**src/rtl/iq_pkg.sv**
```systemverilog
package iq_pkg;
    parameter int RN_W  = 5;
    parameter int VAL_W = 32;

    typedef enum logic [1:0] {
        K_ADD = 2'd0,
        K_BZ  = 2'd1,
        K_LD  = 2'd2,
        K_ST  = 2'd3
    } kind_e;

    typedef struct packed {
        kind_e             kind;
        logic [RN_W-1:0]   dst;
        logic [VAL_W-1:0]  opa;
        logic [VAL_W-1:0]  opb;
    } tmpl_t;

    function automatic logic writes_reg(input kind_e k);
        return (k == K_ADD) || (k == K_LD);
    endfunction
endpackage

```
**src/rtl/iq_match.sv**
```systemverilog
module iq_match
    import iq_pkg::*;
#(
    parameter int DEPTH = 2
) (
    input  logic [DEPTH-1:0] live,
    input  tmpl_t            ent [DEPTH],
    input  logic [RN_W-1:0]  reg_name,
    output logic             hit
);
    logic [DEPTH-1:0] per_ent;

    for (genvar i = 0; i < DEPTH; i++) begin : g_ent
        assign per_ent[i] = live[i] && writes_reg(ent[i].kind)
                            && (ent[i].dst == reg_name);
    end

    assign hit = |per_ent;
endmodule

```
**src/rtl/iq_ctrl.sv**
```systemverilog
module iq_ctrl #(
    parameter int DEPTH = 2,
    localparam int PTR_W = (DEPTH > 1) ? $clog2(DEPTH) : 1,
    localparam int CNT_W = $clog2(DEPTH + 1)
) (
    input  logic [PTR_W-1:0] head_q,
    input  logic [PTR_W-1:0] tail_q,
    input  logic [CNT_W-1:0] count_q,
    input  logic [DEPTH-1:0] valid_q,
    input  logic             enq_valid,
    input  logic             deq,
    input  logic             clr,
    output logic             enq_fire,
    output logic             deq_fire,
    output logic             ready,
    output logic [DEPTH-1:0] live,
    output logic [PTR_W-1:0] wr_ptr,
    output logic [PTR_W-1:0] head_d,
    output logic [PTR_W-1:0] tail_d,
    output logic [CNT_W-1:0] count_d,
    output logic [DEPTH-1:0] valid_d
);
    function automatic logic [PTR_W-1:0] bump(input logic [PTR_W-1:0] p);
        return (p == PTR_W'(DEPTH - 1)) ? '0 : p + 1'b1;
    endfunction

    logic             empty;
    logic             full;
    logic [DEPTH-1:0] head_oh;

    always_comb begin
        empty    = (count_q == '0);
        full     = (count_q == CNT_W'(DEPTH));
        deq_fire = deq && !empty && !clr;
        ready    = clr || !full || deq_fire;
        enq_fire = enq_valid && ready;
        head_oh  = '0;
        head_oh[head_q] = deq_fire;
        live     = clr ? '0 : (valid_q & ~head_oh);

        head_d   = head_q;
        tail_d   = tail_q;
        count_d  = count_q;
        valid_d  = valid_q;
        if (clr) begin
            head_d  = '0;
            tail_d  = '0;
            count_d = '0;
            valid_d = '0;
        end else if (deq_fire) begin
            valid_d[head_q] = 1'b0;
            head_d  = bump(head_q);
            count_d = count_q - 1'b1;
        end
        wr_ptr = tail_d;
        if (enq_fire) begin
            valid_d[tail_d] = 1'b1;
            tail_d  = bump(tail_d);
            count_d = count_d + 1'b1;
        end
    end
endmodule

```
**src/rtl/iq_scoreboard.sv**
```systemverilog
module iq_scoreboard
    import iq_pkg::*;
#(
    parameter int DEPTH = 2,
    localparam int PTR_W = (DEPTH > 1) ? $clog2(DEPTH) : 1,
    localparam int CNT_W = $clog2(DEPTH + 1),
    localparam int NPORT = 3
) (
    input  logic             clk,
    input  logic             rst,
    input  logic             enq_valid,
    input  logic [1:0]       enq_kind,
    input  logic [RN_W-1:0]  enq_dst,
    input  logic [VAL_W-1:0] enq_opa,
    input  logic [VAL_W-1:0] enq_opb,
    output logic             enq_ready,
    output logic             head_valid,
    output logic [1:0]       head_kind,
    output logic [RN_W-1:0]  head_dst,
    output logic [VAL_W-1:0] head_opa,
    output logic [VAL_W-1:0] head_opb,
    input  logic             deq,
    input  logic             clr,
    input  logic [RN_W-1:0]  srch_reg,
    output logic             srch_hit,
    input  logic [1:0]       chk_kind,
    input  logic [RN_W-1:0]  chk_rs1,
    input  logic [RN_W-1:0]  chk_rs2,
    output logic             chk_stall
);
    typedef struct packed {
        logic [PTR_W-1:0] head;
        logic [PTR_W-1:0] tail;
        logic [CNT_W-1:0] count;
        logic [DEPTH-1:0] valid;
    } state_t;

    state_t st_d, st_q;
    tmpl_t  mem_d [DEPTH];
    tmpl_t  mem_q [DEPTH];

    logic             enq_fire, deq_fire, ready;
    logic [DEPTH-1:0] live;
    logic [PTR_W-1:0] wr_ptr, head_n, tail_n;
    logic [CNT_W-1:0] count_n;
    logic [DEPTH-1:0] valid_n;

    iq_ctrl #(.DEPTH(DEPTH)) u_ctrl (
        .head_q   (st_q.head),
        .tail_q   (st_q.tail),
        .count_q  (st_q.count),
        .valid_q  (st_q.valid),
        .enq_valid(enq_valid),
        .deq      (deq),
        .clr      (clr),
        .enq_fire (enq_fire),
        .deq_fire (deq_fire),
        .ready    (ready),
        .live     (live),
        .wr_ptr   (wr_ptr),
        .head_d   (head_n),
        .tail_d   (tail_n),
        .count_d  (count_n),
        .valid_d  (valid_n)
    );

    // Search ports: 0 = external search, 1 = first source, 2 = second source
    logic [RN_W-1:0]  names [NPORT];
    logic [NPORT-1:0] hits;

    assign names[0] = srch_reg;
    assign names[1] = chk_rs1;
    assign names[2] = chk_rs2;

    for (genvar p = 0; p < NPORT; p++) begin : g_srch
        iq_match #(.DEPTH(DEPTH)) u_match (
            .live    (live),
            .ent     (mem_q),
            .reg_name(names[p]),
            .hit     (hits[p])
        );
    end

    always_comb begin
        st_d.head  = head_n;
        st_d.tail  = tail_n;
        st_d.count = count_n;
        st_d.valid = valid_n;
        for (int i = 0; i < DEPTH; i++) begin
            mem_d[i] = mem_q[i];
        end
        if (enq_fire) begin
            mem_d[wr_ptr] = '{kind: kind_e'(enq_kind), dst: enq_dst,
                              opa: enq_opa, opb: enq_opb};
        end
    end

    always_ff @(posedge clk) begin
        if (rst) begin
            st_q <= '0;
        end else begin
            st_q <= st_d;
        end
        for (int i = 0; i < DEPTH; i++) begin
            mem_q[i] <= mem_d[i];
        end
    end

    assign enq_ready  = ready;
    assign head_valid = st_q.valid[st_q.head];
    assign head_kind  = mem_q[st_q.head].kind;
    assign head_dst   = mem_q[st_q.head].dst;
    assign head_opa   = mem_q[st_q.head].opa;
    assign head_opb   = mem_q[st_q.head].opb;
    assign srch_hit   = hits[0];
    assign chk_stall  = hits[1] || ((kind_e'(chk_kind) != K_LD) && hits[2]);

    // the count never exceeds the depth
    a_r8_no_overflow: assert property (@(posedge clk) disable iff (rst)
        st_q.count <= CNT_W'(DEPTH));

    // a clear without an enqueue leaves nothing behind
    a_r6_clear_empties: assert property (@(posedge clk) disable iff (rst)
        (clr && !enq_valid) |=> !head_valid && !srch_hit);

    // clear with an enqueue leaves exactly one entry
    a_r7_clear_keeps_new: assert property (@(posedge clk) disable iff (rst)
        (clr && enq_valid) |=> (st_q.count == CNT_W'(1)) && head_valid);

    // popping an empty queue with no push keeps it empty
    a_r9_empty_deq: assert property (@(posedge clk) disable iff (rst)
        (deq && !head_valid && !enq_valid) |=> !head_valid);

    // a clear blinds the search in its own cycle
    a_r4_clear_blinds: assert property (@(posedge clk) disable iff (rst)
        clr |-> !srch_hit && !chk_stall);

    // an empty queue never reports a pending writer
    a_r3_empty_no_hit: assert property (@(posedge clk) disable iff (rst)
        !head_valid |-> !srch_hit);
endmodule

```
**config.mk**
```make
export PLATFORM = sky130hd
export DESIGN_NAME = iq_scoreboard
export DESIGN_NICKNAME = d
export VERILOG_FILES = /design/src/rtl/iq_pkg.sv /design/src/rtl/iq_match.sv /design/src/rtl/iq_ctrl.sv /design/src/rtl/iq_scoreboard.sv
export SDC_FILE = /design/constraint.sdc
export NUM_CORES = 1
export LEC_CHECK = 0
export BUFFER_PORTS_ARGS = -buffer_cell sky130_fd_sc_hd__buf_2
export CAP_MARGIN = 10
export CORE_AREA = 2 2 115 117
export DETAILED_ROUTE_END_ITERATION = 10
export DIE_AREA = 0 0 117 119
export PLACE_DENSITY = 0.86
export SKIP_CTS_REPAIR_TIMING = 1
export SLEW_MARGIN = 20
export SYNTH_ARGS = -nofsm -noshare
export SYNTH_HDL_FRONTEND = slang
export SYNTH_SLANG_ARGS = --single-unit
```
**constraint.sdc**
```tcl
create_clock -name clk -period 3.12 [get_ports clk]
set_clock_uncertainty 0.1 [all_clocks]
set_input_delay 0.468 -clock clk [delete_from_list [all_inputs] [get_ports clk]]
set_output_delay 0.468 -clock clk [all_outputs]
set_load 0.01 [all_outputs]
```
### Yosys cells after proc, flatten, opt, wreduce, memory -nomap -nowiden

Cells that the tools add are included.

| word-level totals | value |
|---|---|
| bits in registers | 148 |
| bits in latches | 0 |
| RAM bits | 0 |
| bits in read-only memories | 0 |
| bits of input ports | 93 |
| output and inout bits | 75 |
| memories | 0 |

| operators by class | value |
|---|---|
| $add $sub $neg | 4 |
| multipliers | 0 |
| div/mod/pow operators | 0 |
| $lt $le $gt $ge | 7 |
| eq/ne operators | 10 |
| shifts and indexed selects | 0 |
| mux-type cells | 23 |
| bitwise operators | 8 |
| reduce and logical (&&, ||, !) cells | 30 |

Operator list:

| cell | count |
|---|---|
| 71-bit 2-to-1 mux | 4 |
| 142-bit bitwise mux | 1 |
| 71-bit demux with 1-bit select | 1 |
| 5-bit equality test | 6 |
| 1-bit logical AND | 15 |
| 2-bit 2-to-1 mux | 7 |
| 1-bit 2-to-1 mux | 8 |
| 2-bit OR reduction | 4 |
| 2-bit bitwise AND | 3 |
| 2-bit equality test (second input constant) | 3 |
| 2-bit zero test | 3 |
| 1-bit logical OR | 5 |
| 2-bit greater-or-equal comparator (second input constant) | 2 |
| 1-bit by 2-bit < comparator with 1-bit output (second input constant) | 2 |
| 1-bit NOT with 2-bit output | 2 |
| 2-bit NOT | 2 |
| 1-bit zero test | 3 |
| 1-bit adder (second input constant) | 2 |
| 2-bit by 1-bit adder with 2-bit output (second input constant) | 1 |
| 1-bit demux with 1-bit select | 2 |
| 1-bit greater-or-equal comparator (second input constant) | 2 |
| 2-bit by 1-bit < comparator with 1-bit output (second input constant) | 1 |
| 2-bit != test (second input constant) | 1 |
| 2-bit OR | 1 |
| 2-bit by 1-bit subtractor with 2-bit output (second input constant) | 1 |

### Logic depth before layout (Yosys ltp)

| logic depth | value |
|---|---|
| depth in word-level cells | 13 |
| depth in mapped cells | 7 |
| mapped depth without buffers | 6 |

### Cells and area by module

From an unflattened synthesis, not the netlist that was laid out.

| second synthesis, totals | value |
|---|---|
| cell total of the unflattened synthesis | 319 |
| area total of the unflattened synthesis | 6292.3 µm² |

By module, submodules not included:

| module | times used | cells an instance | area each (µm²) | sequential area each (µm²) |
|---|---|---|---|---|
| iq_scoreboard | 1 | 238 | 5672.9 | 4384.2 |
| iq_match | 3 | 15 | 121.4 | 0.0 |
| iq_ctrl | 1 | 36 | 255.2 | 0.0 |

### Least setup slack after synthesis

Ideal clock, no wire load.

| path | value |
|---|---|
| path kind | flip-flop to flip-flop |
| start point | register st_q[2] (netlist name) |
| end point | register mem_q[0] (netlist name) (enable) |
| library setup time | 437 ps |
| arrival | 2849 ps |
| required time | 2583 ps |
| path slack | -266 ps |
| stages on the path, launching flop included | 7 |
| cells stage by stage | dfxtp_1 > inv_1 > ha_1 > nor2b_1 > buf_6 > o31a_1 > ha_1 |

| on the way | value |
|---|---|
| longest elaborated chain between the ends | 6 |
| elaborated cells on any way between the ends | 9 |
| classes of those cells | eq/ne (1); reduce/logical (8) |

Ends and longest elaborated chain:

| item | RTL line | text |
|---|---|---|
| start, declared | iq_scoreboard.sv:38 | `state_t st_d, st_q;` |
| start signal, assigned | iq_scoreboard.sv:102 | `st_q <= st_d;` |
| 2-bit zero test | iq_ctrl.sv:32 | `empty = (count_q == '0);` |
| 1-bit zero test | iq_ctrl.sv:34 | `deq_fire = deq && !empty && !clr;` |
| 1-bit logical AND (2 in a row) | iq_ctrl.sv:34 |  |
| 1-bit logical OR (*) | iq_ctrl.sv:35 | `ready = clr \|\| !full \|\| deq_fire;` |
| 1-bit logical AND (*) | iq_ctrl.sv:36 | `enq_fire = enq_valid && ready;` |
| end signal, assigned by index | iq_scoreboard.sv:105 | `mem_q[i] <= mem_d[i];` |
| end, declared | iq_scoreboard.sv:40 | `tmpl_t mem_q [DEPTH];` |

Mark *: on every way between the ends. The rest lies on a longest branch, timed or not.
A chain may end at the register's enable or synchronous reset.

### Worst setup path after layout

| path | value |
|---|---|
| start point | register st_q[2] (netlist name) |
| end point | output port chk_stall |

| on the way | value |
|---|---|
| longest elaborated chain between the ends | 13 |
| elaborated cells on any way between the ends | 18 |
| classes of those cells | mux (1); bitwise (3); reduce/logical (14) |

Ends and longest elaborated chain:

| item | RTL line | text |
|---|---|---|
| 2-bit zero test (*) | iq_ctrl.sv:32 |  |
| 1-bit zero test (*) | iq_ctrl.sv:34 |  |
| 1-bit logical AND (*) (2 in a row) | iq_ctrl.sv:34 |  |
| 2-bit bitwise AND (no line) (*) | n/a |  |
| 2-bit NOT (*) | iq_ctrl.sv:39 | `live = clr ? '0 : (valid_q & ~head_oh);` |
| 2-bit bitwise AND (*) | iq_ctrl.sv:39 |  |
| 2-bit 2-to-1 mux (*) | iq_ctrl.sv:39 |  |
| 1-bit logical AND | iq_match.sv:14 | `assign per_ent[i] = live[i] && writes_reg(ent[i].kind)` |
| 1-bit logical AND | iq_match.sv:15 | `&& (ent[i].dst == reg_name);` |
| 2-bit OR reduction | iq_match.sv:18 | `assign hit = \|per_ent;` |
| 1-bit logical AND | iq_scoreboard.sv:116 | `assign chk_stall = hits[1] \|\| ((kind_e'(chk_kind) != K_LD) && hits[2]);` |
| 1-bit logical OR (*) | iq_scoreboard.sv:116 |  |
| end, declared | iq_scoreboard.sv:29 | `output logic chk_stall` |

Marked as above.

==> results.txt <==
----------------------------------------------------
[Clock tree]
  Clock input transition at the sequential cells of the worst setup and hold paths ... 0.06 ns
  Insertion delay to the later sink of the worst-skew pair ... 0.41 ns
  Clock sinks ... 148
  Buffer depth of the longest clock path ... 2
  Root Driver ... sky130_fd_sc_hd__clkbuf_16
  TritonCTS clock tree ... built
  CTS buffer count ... 17
  H-Tree Level Count ... 4

[Synth]
  Syn_area_per_cell ... approximately 19 sq um
  Cells taking the most area after synthesis ... sky130_fd_sc_hd__edfxtp_1 72%, sky130_fd_sc_hd__mux2_2 14%, sky130_fd_sc_hd__xor2_1 2.8%
  Instance count of the mapped netlist ... 315
  Share of the synthesized area in the top cell type ... 0.725
  Number of nets produced by synthesis ... 412
  Post-synth top area cell ... sky130_fd_sc_hd__edfxtp_1
  Proportion of register bits with asynchronous set or reset after synthesis ... 0
  Number of flip-flops and latches in the synthesized netlist ... 148
  Yosys warns ... 0
  Distinct cells, synth ... 30
  Seq/Total Area, Yosys ... 0.745
  Top flip-flop cell by instance count after synthesis ... sky130_fd_sc_hd__edfxtp_1
  Cell Area, Synth ... 5880 sq um
  Count of flip-flops with a built-in enable after synthesis ... ~140

[Timing]
  Final critical-path setup slack ... around 0.16 ns
  Max Fclk ... 0.337 GHz
  Share of the clock period used by the worst path ... 0.950
  Final critical delay including setup and external delays ... approximately 3.0 ns
  Aggregate negative setup slack ... 0 ns
  Worst Tran Pin Value ... 0.685 ns
  Unrepaired setup endpoints after global routing ... no
  Slew Limit Fails ... 0
  Relative slew margins ... 0.542
  Final hold violations ... 0
  Count of endpoints failing setup in the final report ... 0

[Floorplanning]
  Starting utilization of the core area ... 0.457
  Die Area ... 13,900 sq um
  Top-level port count ... 168
  Core box area ... 12,900 sq um
  Die width ... about 120 um
  Die boundary height ... roughly 120 um
  Std cell rows ... 42

[Drt]
  Detailed router's first-iteration violation count ... roughly 170
  First-pass DRT Iterations ... 4
  Wire length after detailed routing ... 11,000 um
  Length of routed met2 wiring ... ~5800 um
  Vias ... 3,331
  Number of nets with antenna violations after routing ... 0
  Number of DRC violations after detailed routing ... 0
  Routed wl met3 ... 725 um
  Average routed wire per standard cell ... 16.0 um
  Ratio of routed vias to standard cells ... 4.86
  DRT met1 WL ... 4290 um
  Highest Signal Layer ... met4

[Critical path]
  Critical path fanouts, max ... 7
  Required time of the worst setup path ... 2.55 ns
  Startpoint Class ... flop
  Worst setup path class ... flop to output port
  Type of element capturing the critical path ... output port
  Launch point of the worst path ... st_q[2]$_SDFF_PP0_
  Startpoint of the most critical register-to-register path ... st_q[2]$_SDFF_PP0_
  Arrival time worst endpoint ... ~2.4 ns

[Power]
  Leakage power ... 2.89 nW
  Power density normalized to cell area ... 658 nW/um^2
  Peak VDD IR ... between 0.4 and 0.5 mV

[Cells and area]
  Commonest cells after routing, fill and taps aside ... 167 x sky130_fd_sc_hd__buf_2, 142 x sky130_fd_sc_hd__edfxtp_1, 72 x sky130_fd_sc_hd__mux2_2
  Synth-to-Final Area Change ... 30.3%
  Proportion of layout cells with a drive suffix above 1 ... 0.547
  Fin nets ... 594
  Most common cell after layout, fill and taps aside ... sky130_fd_sc_hd__buf_2
  Total inserted antenna cells ... 0
  Final core area utilization ... 0.595

[Global route]
  Total routing resource utilization after global routing ... 0.162
  Overflow left after global routing ... 0
  Global-route wire length before repair ... approximately 17,000 um
  Vias in the first global route ... 3,452
  Antenna violations before repair ... 0
  Pin count of the biggest net entering global routing ... 42

[Min path]
  Min-delay worst type ... primary input to flop
  Launch point of the worst hold path ... enq_opb[8]

[Placement]
  Global placer's final weighted congestion ... 0.857
  Post-place setup slack ... 0.350 ns
  Buffers added on ports ... 167
  DPL Wire Length ... 7620 um

[Outcome]
  Status ... complete, no violations

[Job]
  Count of maximum capacitance violations ... 0

----------------------------------------------------
power breakdown:
| part | internal [mW] | leakage [nW] | switching, mW |
|---|---|---|---|
| Sequential | 2.28 | 1.38 | 0.0370 |
| Clock | 1.57 | 0.336 | 0.747 |
| Combinational | 0.197 | 1.17 | 0.207 |
critical path, stage by stage, from the launching register on:
cell,delay (ns)
sky130_fd_sc_hd__dfxtp_1,0.39
sky130_fd_sc_hd__inv_1,0.12
sky130_fd_sc_hd__ha_1,0.25
sky130_fd_sc_hd__nor2b_1,0.55
sky130_fd_sc_hd__a2111oi_4,0.20
sky130_fd_sc_hd__a32oi_1,0.22
sky130_fd_sc_hd__o211ai_1,0.11
sky130_fd_sc_hd__buf_2,0.14
final timing paths:
kind                         end  slack, ns  cells past startpoint
max                    chk_stall       0.16                      7
min           mem_q[8]$_DFFE_PP_       0.14                      1
max reg2reg  mem_q[81]$_DFFE_PP_       0.34                      6
min reg2reg   st_q[0]$_SDFF_PP0_       0.54                      3
cells in the mapped netlist, types with 3 or more instances:
cell type and count:
sky130_fd_sc_hd__a21oi_1 5, sky130_fd_sc_hd__buf_2 8, sky130_fd_sc_hd__dfxtp_1 6, sky130_fd_sc_hd__edfxtp_1 142, sky130_fd_sc_hd__ha_1 4, sky130_fd_sc_hd__inv_1 5, sky130_fd_sc_hd__mux2_2 72, sky130_fd_sc_hd__nand4_1 3
sky130_fd_sc_hd__nor2_1 5, sky130_fd_sc_hd__nor3_1 8, sky130_fd_sc_hd__xnor2_1 14, sky130_fd_sc_hd__xor2_1 19
flip-flops by register name, indices dropped and copies added (netlist names):
signal  flops
mem_q     142
st_q        6
layer usage:
layer  vias to the layer above  track usage
li1                       1580            -
met1                      1612        0.187
met2                       122        0.274
met3                        17       0.0575
met4                         0       0.0662
met5                         -            0
cell families (layout without fill, tap and decap cells):
kind of cell / Yosys count / after routing / share of synthesized area
flops: 148 / 148 / 0.745
buf+inv: 15 / 210 / 0.0126
xor+xnor: 33 / 33 / 0.0491
mux: 72 / 72 / 0.138
compound gates: 13 / 13 / 0.0181
simple gates: 30 / 30 / 0.0285
fa+ha+maj: 4 / 4 / 0.00851
layout make-up:
| class | instances | area, sq um |
|---|---|---|
| fill | 969 | 5210 |
| timing repair buffer | 173 | 906 |
| multi-input combinational | 152 | 1450 |
| tap | 176 | 220 |
| inverter | 5 | 18.8 |
| clock buffer | 17 | 425 |
| sequential | 148 | 4390 |
| clock inverter | 15 | 259 |
stage by stage:
stage | hold slack (ns) | instances | instance area (sq um) | power (mW)
finish | 0.143 | 686 | 7670 | 5.05
global route | 0.120 | 686 | 7670 | 5.22
CTS | 0.114 | 686 | 7670 | 5.11
detailed placement | 0.537 | 654 | 6980 | 2.77
global placement | 0.490 | 654 | 6980 | 2.75
floorplan | 0.436 | 315 | 5880 | 2.57
No activity file was read; power rests on OpenSTA's default activity.
